File: src/rtl/dec_pkg.sv
package dec_pkg;

    localparam int XLEN    = 32;
    localparam int OPC_W   = 6;
    localparam int FN_W    = 6;
    localparam int IMM_W   = 16;
    localparam int ALUOP_W = 3;
    localparam int OPC_LSB = XLEN - OPC_W;

    typedef enum logic [ALUOP_W-1:0] {
        ALU_ADD = 3'd0,
        ALU_SUB = 3'd1,
        ALU_AND = 3'd2,
        ALU_OR  = 3'd3,
        ALU_NOR = 3'd4,
        ALU_SLL = 3'd5,
        ALU_SRL = 3'd6
    } alu_op_e;

    localparam logic [OPC_W-1:0] OPC_REG   = 6'b000000;
    localparam logic [OPC_W-1:0] OPC_ADDI  = 6'b001000;
    localparam logic [OPC_W-1:0] OPC_ANDI  = 6'b001001;
    localparam logic [OPC_W-1:0] OPC_ORI   = 6'b001010;
    localparam logic [OPC_W-1:0] OPC_LOAD  = 6'b010000;
    localparam logic [OPC_W-1:0] OPC_STORE = 6'b010001;
    localparam logic [OPC_W-1:0] OPC_BEQ   = 6'b000100;
    localparam logic [OPC_W-1:0] OPC_JMP   = 6'b000010;

    localparam logic [FN_W-1:0] FN_ADD = 6'b110000;
    localparam logic [FN_W-1:0] FN_SUB = 6'b110001;
    localparam logic [FN_W-1:0] FN_AND = 6'b110010;
    localparam logic [FN_W-1:0] FN_OR  = 6'b110011;
    localparam logic [FN_W-1:0] FN_NOR = 6'b110100;
    localparam logic [FN_W-1:0] FN_SLL = 6'b110101;
    localparam logic [FN_W-1:0] FN_SRL = 6'b110110;

    typedef struct packed {
        logic    reg_write;
        logic    dst_rd;
        logic    src_imm;
        alu_op_e alu_op;
        logic    mem_read;
        logic    mem_write;
        logic    mem_to_reg;
        logic    branch;
        logic    jump;
    } ctrl_t;

    localparam ctrl_t CTRL_NONE = '0;

endpackage

File: src/rtl/opcode_decode.sv
module opcode_decode
    import dec_pkg::*;
(
    input  logic [OPC_W-1:0] opc_i,
    output ctrl_t            ctrl_o,
    output logic             is_reg_o,
    output logic             known_o
);

    always_comb begin
        ctrl_o   = CTRL_NONE;
        is_reg_o = 1'b0;
        known_o  = 1'b1;
        unique case (opc_i)
            OPC_REG: begin
                is_reg_o         = 1'b1;
                ctrl_o.reg_write = 1'b1;
                ctrl_o.dst_rd    = 1'b1;
            end
            OPC_ADDI, OPC_ANDI, OPC_ORI: begin
                ctrl_o.reg_write = 1'b1;
                ctrl_o.src_imm   = 1'b1;
                ctrl_o.alu_op    = (opc_i == OPC_ANDI) ? ALU_AND :
                                   (opc_i == OPC_ORI)  ? ALU_OR  : ALU_ADD;
            end
            OPC_LOAD: begin
                ctrl_o.reg_write  = 1'b1;
                ctrl_o.src_imm    = 1'b1;
                ctrl_o.mem_read   = 1'b1;
                ctrl_o.mem_to_reg = 1'b1;
            end
            OPC_STORE: begin
                ctrl_o.src_imm   = 1'b1;
                ctrl_o.mem_write = 1'b1;
            end
            OPC_BEQ: begin
                ctrl_o.branch = 1'b1;
                ctrl_o.alu_op = ALU_SUB;
            end
            OPC_JMP: begin
                ctrl_o.jump = 1'b1;
            end
            default: begin
                known_o = 1'b0;
            end
        endcase
    end

endmodule

File: src/rtl/funct_decode.sv
module funct_decode
    import dec_pkg::*;
(
    input  logic [FN_W-1:0] fn_i,
    output alu_op_e         op_o,
    output logic            known_o
);

    always_comb begin
        known_o = 1'b1;
        unique case (fn_i)
            FN_ADD:  op_o = ALU_ADD;
            FN_SUB:  op_o = ALU_SUB;
            FN_AND:  op_o = ALU_AND;
            FN_OR:   op_o = ALU_OR;
            FN_NOR:  op_o = ALU_NOR;
            FN_SLL:  op_o = ALU_SLL;
            FN_SRL:  op_o = ALU_SRL;
            default: begin
                op_o    = ALU_ADD;
                known_o = 1'b0;
            end
        endcase
    end

endmodule

File: src/rtl/imm_extend.sv
module imm_extend #(
    parameter int IN_W    = 16,
    parameter int OUT_W   = 32,
    parameter bit SIGNED  = 1'b1
) (
    input  logic [IN_W-1:0]  imm_i,
    output logic [OUT_W-1:0] ext_o
);

    localparam int PAD_W = OUT_W - IN_W;

    generate
        if (SIGNED) begin : g_sign
            assign ext_o = {{PAD_W{imm_i[IN_W-1]}}, imm_i};
        end else begin : g_zero
            assign ext_o = {{PAD_W{1'b0}}, imm_i};
        end
    endgenerate

endmodule

File: src/rtl/instr_ctrl_decode.sv
module instr_ctrl_decode
    import dec_pkg::*;
(
    input  logic [XLEN-1:0]    instr_i,
    output logic               reg_write_o,
    output logic               reg_dst_rd_o,
    output logic               alu_src_imm_o,
    output logic [ALUOP_W-1:0] alu_op_o,
    output logic               mem_read_o,
    output logic               mem_write_o,
    output logic               mem_to_reg_o,
    output logic               branch_o,
    output logic               jump_o,
    output logic               illegal_o,
    output logic [XLEN-1:0]    imm_ext_o
);

    ctrl_t   opc_ctrl;
    logic    opc_is_reg;
    logic    opc_known;
    alu_op_e fn_op;
    logic    fn_known;
    ctrl_t   ctrl_d;
    logic    illegal_d;

    opcode_decode u_opc (
        .opc_i    (instr_i[XLEN-1:OPC_LSB]),
        .ctrl_o   (opc_ctrl),
        .is_reg_o (opc_is_reg),
        .known_o  (opc_known)
    );

    funct_decode u_fn (
        .fn_i    (instr_i[FN_W-1:0]),
        .op_o    (fn_op),
        .known_o (fn_known)
    );

    imm_extend #(
        .IN_W   (IMM_W),
        .OUT_W  (XLEN),
        .SIGNED (1'b1)
    ) u_imm (
        .imm_i (instr_i[IMM_W-1:0]),
        .ext_o (imm_ext_o)
    );

    always_comb begin
        illegal_d = !opc_known || (opc_is_reg && !fn_known);
        ctrl_d    = opc_ctrl;
        if (opc_is_reg) begin
            ctrl_d.alu_op = fn_op;
        end
        if (illegal_d) begin
            ctrl_d = CTRL_NONE;
        end
    end

    assign reg_write_o   = ctrl_d.reg_write;
    assign reg_dst_rd_o  = ctrl_d.dst_rd;
    assign alu_src_imm_o = ctrl_d.src_imm;
    assign alu_op_o      = ctrl_d.alu_op;
    assign mem_read_o    = ctrl_d.mem_read;
    assign mem_write_o   = ctrl_d.mem_write;
    assign mem_to_reg_o  = ctrl_d.mem_to_reg;
    assign branch_o      = ctrl_d.branch;
    assign jump_o        = ctrl_d.jump;
    assign illegal_o     = illegal_d;

endmodule

File: config.mk
export PLATFORM = sky130hd
export DESIGN_NAME = instr_ctrl_decode
export DESIGN_NICKNAME = d
export VERILOG_FILES = /design/src/rtl/dec_pkg.sv /design/src/rtl/opcode_decode.sv /design/src/rtl/funct_decode.sv /design/src/rtl/imm_extend.sv /design/src/rtl/instr_ctrl_decode.sv
export SDC_FILE = /design/constraint.sdc
export NUM_CORES = 1
export LEC_CHECK = 0
export ABC_AREA = 1
export BUFFER_PORTS_ARGS = -buffer_cell sky130_fd_sc_hd__buf_2
export CORE_MARGIN = 2
export CORE_UTILIZATION = 37
export DETAILED_ROUTE_END_ITERATION = 8
export MAX_ROUTING_LAYER = met4
export PLACE_DENSITY = 0.85
export SLEW_MARGIN = 10
export SYNTH_ARGS = -nofsm -noshare
export SYNTH_HDL_FRONTEND = slang
export SYNTH_HIERARCHICAL = 1
export SYNTH_SLANG_ARGS = --single-unit
export TNS_END_PERCENT = 1
File: constraint.sdc
create_clock -name vclk -period 1.9
set_clock_uncertainty 0.2 [all_clocks]
set_input_delay 0.19 -clock vclk [all_inputs]
set_output_delay 0.19 -clock vclk [all_outputs]
set_load 0.05 [all_outputs]
After elaboration in Yosys (flattened, before gate mapping)
Cells that the tools add are included.
Storage, ports and cells
  word-level logic and storage cells: 39
  bits in registers: 0
  input bits: 32
  output and inout bits: 44
Cells by class
  equality and inequality tests: 14
  reduce and logical (&&, ||, !) cells: 10
  multiplexer cells: 15
Operators with widths (number)
  6-bit equality test (second input constant): 7
  6-bit by 4-bit equality test with 1-bit output (second input constant): 3
  3-bit one-hot mux with 6 select lines: 1
  6-bit by 5-bit equality test with 1-bit output (second input constant): 2
  11-bit 2-to-1 mux: 1
  5-bit OR reduction: 2
  1-bit 2-to-1 mux: 9
  8-bit OR reduction: 1
  7-bit OR reduction: 1
  6-bit by 2-bit equality test with 1-bit output (second input constant): 1
  6-bit by 3-bit equality test with 1-bit output (second input constant): 1
  6-bit zero test: 1
  3-bit 2-to-1 mux: 2
  3-bit one-hot mux with 2 select lines: 1
  3-bit OR reduction: 1
  1-bit zero test: 2
  2-bit 2-to-1 mux: 1
  1-bit logical AND: 1
  1-bit logical OR: 1

Longest topological paths before layout
Gate-level depths: netlist (run 1).
  depth in word-level cells: 7
  mapped depth: 9
  depth with buffers taken out: 8

Hierarchy
Netlist (run 1), hierarchy kept.
By module, submodules not included
  imm_extend: area each 240.2 um^2, cells an instance 32, times used 1, seq. area each 0.0 um^2
  opcode_decode: area each 212.7 um^2, cells an instance 40, times used 1, seq. area each 0.0 um^2
  instr_ctrl_decode: area each 152.6 um^2, cells an instance 38, times used 1, seq. area each 0.0 um^2
  funct_decode: area each 96.3 um^2, cells an instance 19, times used 1, seq. area each 0.0 um^2

Least setup slack after synthesis (run 1)
Ideal clock, no wire load.
  path kind: input-to-output
  start: input instr_i[26]
  end: output reg_dst_rd_o
  stages: 6
  path buffers: 1
  arrival: 1.763 ns
  setup slack: -0.253 ns
  required time: 1.510 ns
  cell sequence: nor2_2 nand2_2 nor3_1 buf_4 inv_1 nor2_1
Between the ends
  elaborated cells on any way between the ends: 15
  those cells by class: eq/ne: 7; mux: 3; reduce/logical: 5
RTL lines
  from (decl): RTL line instr_ctrl_decode.sv:4  | input logic [XLEN-1:0] instr_i,
  6-bit zero test (*): RTL line opcode_decode.sv:14  | unique case (opc_i)
  1-bit 2-to-1 mux (*): RTL line opcode_decode.sv:14
  named net opc_is_reg: RTL line instr_ctrl_decode.sv:19  | logic opc_is_reg;
  1-bit logical AND: RTL line instr_ctrl_decode.sv:49  | illegal_d = !opc_known || (opc_is_reg && !fn_known);
  1-bit logical OR: RTL line instr_ctrl_decode.sv:49
  11-bit 2-to-1 mux (*): RTL line instr_ctrl_decode.sv:54  | if (illegal_d) begin
  to (decl): RTL line instr_ctrl_decode.sv:6  | output logic reg_dst_rd_o,
Mark *: on every way through the listed nets, which the timed path passes. The rest lies on a longest branch.

Final worst setup path (run 1)
  start: input instr_i[26]
  end: output alu_op_o[0]
Between the ends
  longest elaborated chain between the ends: 6
  elaborated cells on any way between the ends: 20
  those cells by class: eq/ne: 7; mux: 7; reduce/logical: 6
Ends and longest elaborated chain
  6-bit by 5-bit equality test with 1-bit output, or another cell as far along: RTL line opcode_decode.sv:14
  8-bit OR reduction (no source line) (*)
  1-bit 2-to-1 mux (*): RTL line opcode_decode.sv:14
  named net opc_known: RTL line instr_ctrl_decode.sv:20  | logic opc_known;
  1-bit zero test (*): RTL line instr_ctrl_decode.sv:49
  1-bit logical OR (*): RTL line instr_ctrl_decode.sv:49
  11-bit 2-to-1 mux (*): RTL line instr_ctrl_decode.sv:54
  to (decl): RTL line instr_ctrl_decode.sv:8  | output logic [ALUOP_W-1:0] alu_op_o,
Marks and branches as above.

==> metrics.txt, run 1 <==
# TYPE chip_impl_metric gauge
chip_impl_info{name="run_status",value="finished, final reports clean"} 1
chip_impl_metric{name="cap_violations",unit=""} 0
chip_impl_metric{name="vias_per_cell",unit=""} 3.84
chip_impl_metric{name="min_path_cells",unit=""} 0
chip_impl_metric{name="ys.warnings.count",unit=""} 6
chip_impl_info{name="timing.critical_path.from_type",value="input pin"} 1
chip_impl_metric{name="pin_count_of_the_biggest_net_entering_global_routing",unit=""} 18
chip_impl_info{name="final_common_cell",value="sky130_fd_sc_hd__inv_1"} 1
chip_impl_metric{name="grt_pass1_wl",unit="um"} 1590
chip_impl_metric{name="final-seq-area",unit="sq um"} 0
chip_impl_metric{name="crit_fanout",unit=""} 6
chip_impl_metric{name="area_growth",unit="%"} -6.24
chip_impl_metric{name="number_of_antenna_violations_at_the_first_check_in_global_routing",unit=""} 0
chip_impl_metric{name="overall_overflow_remaining_after_global_route",unit=""} 0
chip_impl_metric{name="timing.critical_path.required",unit="ns"} 1.51
chip_impl_info{name="crit_chain",value="buf_2, nor2_2, nand2_2, nor2_4, nor2_2, nand2_1, nand2_4, nor2_2, buf_2"} 1
chip_impl_metric{name="critical_path_depth",unit=""} 9
chip_impl_info{name="critical_path.most_common_cell",value="sky130_fd_sc_hd__nor2_2"} 1
chip_impl_metric{name="groute.usage.overall",unit="%"} 9.29
chip_impl_metric{name="timing.critical_path.arrival",unit="ns"} 1.41
chip_impl_metric{name="stdcell_area",unit="sq um"} 658
chip_impl_metric{name="syn-cell-area",unit="sq um"} 702
chip_impl_metric{name="p_total",unit="uW"} 118
chip_impl_metric{name="design.portCount",unit=""} 76
chip_impl_metric{name="synthCells",unit=""} 129
chip_impl_metric{name="power_density",unit="nW/um^2"} 180
chip_impl_metric{name="crit_buf_inv",unit=""} 2
chip_impl_info{name="timing.critical_path.max_delay_family",value="simple AND/OR/NAND/NOR gates"} 1
chip_impl_metric{name="via_count",unit=""} 576
chip_impl_metric{name="routed_wire_length_per_instance",unit="um"} 7.87
chip_impl_metric{name="floorplan.initialDensity",unit="%"} 39.8
chip_impl_info{name="critical-path-slowest-cell",value="sky130_fd_sc_hd__buf_2"} 1
chip_impl_metric{name="drv_slew",unit=""} 0
chip_impl_metric{name="design.final.nets",unit=""} 159
chip_impl_metric{name="synth.lib_cells_used.distinct",unit=""} 17
chip_impl_info{name="critPathKind",value="input pin to output pin"} 1
chip_impl_metric{name="number_of_port_buffers",unit=""} 30
chip_impl_metric{name="n_clock_buffer",unit=""} 0
chip_impl_metric{name="drc_errors",unit=""} 0
chip_impl_metric{name="fp.dieW",unit="um"} 47.6
chip_impl_info{name="min-delay-start",value="instr_i[13]"} 1
chip_impl_metric{name="period_needed",unit="ns"} 1.80
chip_impl_metric{name="via_count_of_the_first_global_routing_pass",unit=""} 398
chip_impl_metric{name="postPlaceCellArea",unit="sq um"} 622
chip_impl_metric{name="post_synthesis_sequential_area_ratio",unit="%"} 0
chip_impl_metric{name="power.leakage",unit="uW"} 0.000400
chip_impl_info{name="min_path_type",value="input pin to output pin"} 1
chip_impl_metric{name="row_count",unit=""} 15
chip_impl_info{name="mostFrequentLayoutCells",value="sky130_fd_sc_hd__inv_1, sky130_fd_sc_hd__buf_2, sky130_fd_sc_hd__nor2_1"} 1
chip_impl_metric{name="post-dp-hpwl",unit="um"} 951
chip_impl_metric{name="power.ir.vdd_worst",unit="V"} 0.0000773
chip_impl_metric{name="final_layout_size_suffix_gt1_share",unit="%"} 41.6
chip_impl_metric{name="post_synthesis_net_count",unit=""} 161
chip_impl_metric{name="max_clock_freq",unit="MHz"} 556
chip_impl_metric{name="finalWeightedCongestion",unit=""} 0.786
chip_impl_info{name="crit_path_end_kind",value="output pin"} 1
chip_impl_metric{name="drtAntennaViolNets",unit=""} 0
chip_impl_metric{name="finalCritPeriodShare",unit="%"} 94.7
chip_impl_metric{name="syn-mean-instance-area",unit="sq um"} 5.44
chip_impl_metric{name="die_height",unit="um"} 47.6
chip_impl_metric{name="first_pass_iters",unit=""} 2
chip_impl_info{name="whs_endpoint",value="imm_ext_o[13]"} 1
chip_impl_metric{name="die_area",unit="sq um"} 2260
chip_impl_metric{name="numSequentialCells",unit=""} 0
chip_impl_metric{name="hold_viol_final",unit=""} 0
chip_impl_metric{name="fillerInstances",unit=""} 224
chip_impl_metric{name="drt_first_iter_violations",unit=""} 12
chip_impl_metric{name="crit_path_max_incr_delay",unit="ns"} 0.26
chip_impl_metric{name="post_cts.repair.setup_buffers",unit=""} 0
chip_impl_metric{name="diodes",unit=""} 0
chip_impl_metric{name="design.core.area",unit="sq um"} 1760
chip_impl_metric{name="drt_wl_total",unit="um"} 1180
chip_impl_metric{name="report.final.setup_viol",unit=""} 0
## power breakdown
part	leakage, uW	switching [uW]	internal, uW
sequential	0	0	0
clock	0	0	0
combinational	0.000400	85.0	33.2
total	0.000400	85.0	33.2
## kinds of logic (layout without fill, tap and decap cells)
| logic type | count (synthesis) | after routing | synth area share, % |
|---|---|---|---|
| buffers and inverters | 67 | 62 | 55.6 |
| and+or+nand+nor | 59 | 60 | 42.4 |
| AOI/OAI and AO/OA | 2 | 2 | 1.42 |
| other | 1 | 1 | 0.534 |
## cell usage after synthesis
cell type | instances | share of area, %
sky130_fd_sc_hd__nand2_1 | 16 | 8.6
sky130_fd_sc_hd__nor2_4 | 3 | 4.8
sky130_fd_sc_hd__buf_6 | 1 | 1.6
sky130_fd_sc_hd__nand4_1 | 1 | 0.89
sky130_fd_sc_hd__nor3b_2 | 1 | 1.8
sky130_fd_sc_hd__nand2_2 | 2 | 1.8
sky130_fd_sc_hd__o21ai_1 | 1 | 0.71
sky130_fd_sc_hd__nand3_2 | 2 | 2.9
sky130_fd_sc_hd__buf_4 | 35 | 37
sky130_fd_sc_hd__nand3_1 | 5 | 3.6
sky130_fd_sc_hd__inv_1 | 30 | 16
sky130_fd_sc_hd__nor2_1 | 21 | 11
sky130_fd_sc_hd__inv_2 | 1 | 0.53
sky130_fd_sc_hd__nor2_2 | 7 | 6.2
sky130_fd_sc_hd__conb_1 | 1 | 0.53
sky130_fd_sc_hd__nor3_1 | 1 | 0.71
sky130_fd_sc_hd__o21ai_0 | 1 | 0.71
## area by class of cell
class | count | area, sq um | share of cell area [%]
well taps | 25 | 31.3 | 4.75
multi-input cells | 63 | 345 | 52.5
inverters | 31 | 116 | 17.7
repair buffers | 31 | 165 | 25.1
## repair_timing
item | 4_1_cts | 5_1_grt
hold endpoints to repair | 0 | 0
endpoints found under the setup margin | 0 | 12
gates resized for setup | 0 | 8
hold buffers | 0 | 0
## per-stage QoR
| stage | worst slack (ns) | hold slack, ns | util [%] | setup TNS [ns] | cells |
|---|---|---|---|---|---|
| after global placement | 0.0390 | 0.180 | 35.2 | 0 | 149 |
| final | 0.101 | 0.180 | 37.3 | 0 | 150 |
| after CTS | 0.0250 | 0.180 | 35.2 | 0 | 149 |
| after global routing | -0.00915 | 0.180 | 37.3 | -0.0171 | 150 |
| after floorplan | -0.207 | 0.347 | - | -0.719 | 129 |
| after detailed placement | 0.0276 | 0.180 | 35.2 | 0 | 149 |
## worst max path at each step
stage | startpoint | endpoint | slack (ns)
6_report | instr_i[26] | alu_op_o[0] | 0.10
5_1_grt | instr_i[30] | jump_o | -0.009
4_1_cts | instr_i[26] | illegal_o | 0.03
3_5_place_dp | instr_i[26] | illegal_o | 0.03
3_3_place_gp | instr_i[26] | illegal_o | 0.04
2_1_floorplan | instr_i[26] | alu_op_o[1] | -0.21
## metal layers
| layer | routed length [um] | up-vias | GRT usage, % |
|---|---|---|---|
| li1 | - | 326 | - |
| met5 | 0 | - | - |
| met1 | 518 | 223 | 12.2 |
| met3 | 107 | 8 | 0.377 |
| met4 | 25 | 0 | 3.78 |
| met2 | 530 | 19 | 14.9 |
Note: power is estimated with default switching activity, not from simulation.
==> run 2: changes to the inputs <==
==> constraint.sdc (replaced) <==
create_clock -name vclk -period 1.9
set_clock_uncertainty 0.2 [all_clocks]
set_input_delay 0.38 -clock vclk [all_inputs]
set_output_delay 0.38 -clock vclk [all_outputs]
set_load 0.05 [all_outputs]
==> metrics.txt, run 2 (same netlist as run 1, synthesis figures left out) <==
# TYPE chip_impl_metric gauge
chip_impl_info{name="min_path_type",value="input pin to output pin"} 1
chip_impl_metric{name="diodes",unit=""} 0
chip_impl_metric{name="post-dp-hpwl",unit="um"} 1090
chip_impl_metric{name="number_of_antenna_violations_at_the_first_check_in_global_routing",unit=""} 0
chip_impl_metric{name="via_count",unit=""} 681
chip_impl_metric{name="die_area",unit="sq um"} 2260
chip_impl_metric{name="design.final.nets",unit=""} 175
chip_impl_metric{name="floorplan.initialDensity",unit="%"} 39.8
chip_impl_metric{name="first_pass_iters",unit=""} 4
chip_impl_metric{name="finalWorstSetupSlack",unit="ns"} -0.151
chip_impl_metric{name="timing.critical_path.arrival",unit="ns"} 1.47
chip_impl_info{name="final_common_cell",value="sky130_fd_sc_hd__inv_1"} 1
chip_impl_metric{name="cts_hold_repair.buffers",unit=""} 0
chip_impl_info{name="rsz0062_at_grt",value="true"} 1
chip_impl_metric{name="post_cts.repair.setup_buffers",unit=""} 0
chip_impl_info{name="timing.critical_path.from_type",value="input pin"} 1
chip_impl_metric{name="pre_cts_ws",unit="ns"} -0.305
chip_impl_metric{name="pin_count_of_the_biggest_net_entering_global_routing",unit=""} 18
chip_impl_metric{name="cap_violations",unit=""} 0
chip_impl_metric{name="design.core.area",unit="sq um"} 1760
chip_impl_metric{name="n_clock_buffer",unit=""} 0
chip_impl_metric{name="power_density",unit="nW/um^2"} 174
chip_impl_metric{name="finalWeightedCongestion",unit=""} 0.775
chip_impl_info{name="run_status",value="complete, but fails checks"} 1
chip_impl_metric{name="report.final.setup_viol",unit=""} 12
chip_impl_metric{name="power.leakage",unit="uW"} 0.000528
chip_impl_metric{name="final_cell_count_no_fill",unit=""} 166
chip_impl_metric{name="max_clock_freq",unit="MHz"} 487
chip_impl_info{name="failed_checks",value="negative setup slack"} 1
chip_impl_metric{name="drc_errors",unit=""} 0
chip_impl_metric{name="p_total",unit="uW"} 177
chip_impl_metric{name="timing.critical_path.required",unit="ns"} 1.32
chip_impl_metric{name="design.portCount",unit=""} 76
chip_impl_info{name="crit_path_end_kind",value="output pin"} 1
chip_impl_metric{name="grt_pass1_wl",unit="um"} 2330
chip_impl_metric{name="fp.dieW",unit="um"} 47.6
chip_impl_metric{name="drt_first_iter_violations",unit=""} 9
chip_impl_metric{name="overall_overflow_remaining_after_global_route",unit=""} 0
chip_impl_metric{name="drt_wl_total",unit="um"} 1580
chip_impl_metric{name="drv_slew",unit=""} 0
chip_impl_metric{name="place.detailed.instances",unit=""} 165
chip_impl_metric{name="finalCritPeriodShare",unit="%"} 108
chip_impl_metric{name="stdcell_area",unit="sq um"} 1020
chip_impl_metric{name="via_count_of_the_first_global_routing_pass",unit=""} 617
chip_impl_metric{name="power.ir.vdd_worst",unit="V"} 0.0000895
chip_impl_metric{name="routed_wire_length_per_instance",unit="um"} 9.52
chip_impl_metric{name="row_count",unit=""} 15
chip_impl_metric{name="period_needed",unit="ns"} 2.05
chip_impl_metric{name="vias_per_cell",unit=""} 4.10
chip_impl_info{name="critPathKind",value="input pin to output pin"} 1
chip_impl_metric{name="groute.usage.overall",unit="%"} 13.7
chip_impl_metric{name="hold_viol_final",unit=""} 0
chip_impl_metric{name="final_layout_size_suffix_gt1_share",unit="%"} 58.9
chip_impl_metric{name="number_of_port_buffers",unit=""} 30
chip_impl_info{name="mostFrequentLayoutCells",value="sky130_fd_sc_hd__inv_1, sky130_fd_sc_hd__nor2_4, sky130_fd_sc_hd__buf_4"} 1
chip_impl_metric{name="minimum_hold_slack",unit="ns"} 0.560
chip_impl_metric{name="area_growth",unit="%"} 45.3
chip_impl_metric{name="postPlaceCellArea",unit="sq um"} 833
chip_impl_metric{name="final-seq-area",unit="sq um"} 0
chip_impl_metric{name="numSequentialCells",unit=""} 0
chip_impl_metric{name="crit_fanout",unit=""} 4
chip_impl_metric{name="die_height",unit="um"} 47.6
chip_impl_metric{name="drtAntennaViolNets",unit=""} 0
run 2: changes by cell type in the layout (fill, tap and decap cells not counted), moves of 2 or more:
cell                       change
sky130_fd_sc_hd__clkbuf_4      -3
sky130_fd_sc_hd__buf_6        +15
sky130_fd_sc_hd__nand3_1       -2
sky130_fd_sc_hd__nor2_4       +13
sky130_fd_sc_hd__nor2_1       -12
sky130_fd_sc_hd__nand3_2       +2
sky130_fd_sc_hd__buf_4        +16
sky130_fd_sc_hd__buf_2        -14
run 2: final timing paths:
path | startpoint | end | slack (ns) | cells past startpoint
worst max-delay path | instr_i[27] | mem_to_reg_o | -0.15 | 9
worst min-delay path | instr_i[13] | imm_ext_o[13] | 0.56 | 0
run 2: stage by stage:
stage / setup TNS, ns / util (%)
global route: -2.61 / 57.8
global placement: -3.03 / 47.2
finish: -1.68 / 57.8
CTS: -1.41 / 54.4
detailed placement: -3.24 / 47.2
floorplan: -0.925 / -
run 2: area by class of cell:
type | count | area, sq um
repair buffers | 48 | 422
inverters | 31 | 116
fillers | 150 | 744
well taps | 25 | 31.3
multi-input cells | 62 | 450
run 2: per-layer routing:
layer  GRT usage [%]  up-vias  share of wire, %
li1                -      358                 -
met1            15.6      295                37
met2            25.1       20                55
met3               0        8               5.2
met4            5.95        0               2.4
met5               -        -                 0
run 2: power breakdown:
| part | switching (uW) | total, uW | internal (uW) |
|---|---|---|---|
| Clock | 0 | 0 | 0 |
| Combinational | 107 | 177 | 70.8 |
| Sequential | 0 | 0 | 0 |
run 2: repair_timing:
action | 4_1_cts | 5_1_grt
pin swaps | 4 | 4
gates resized for setup | 37 | 11
setup endpoints to repair | 12 | 12
gates cloned | 0 | 1
run 2: worst max-delay path: stages:
cell and delay, ns:
sky130_fd_sc_hd__buf_4 0.13, sky130_fd_sc_hd__nor2_4 0.13, sky130_fd_sc_hd__nand2_4 0.08, sky130_fd_sc_hd__nor3_4 0.16
sky130_fd_sc_hd__nand2_1 0.13, sky130_fd_sc_hd__nand2_4 0.12, sky130_fd_sc_hd__clkbuf_16 0.16, sky130_fd_sc_hd__nor2_4 0.03
sky130_fd_sc_hd__buf_6 0.14
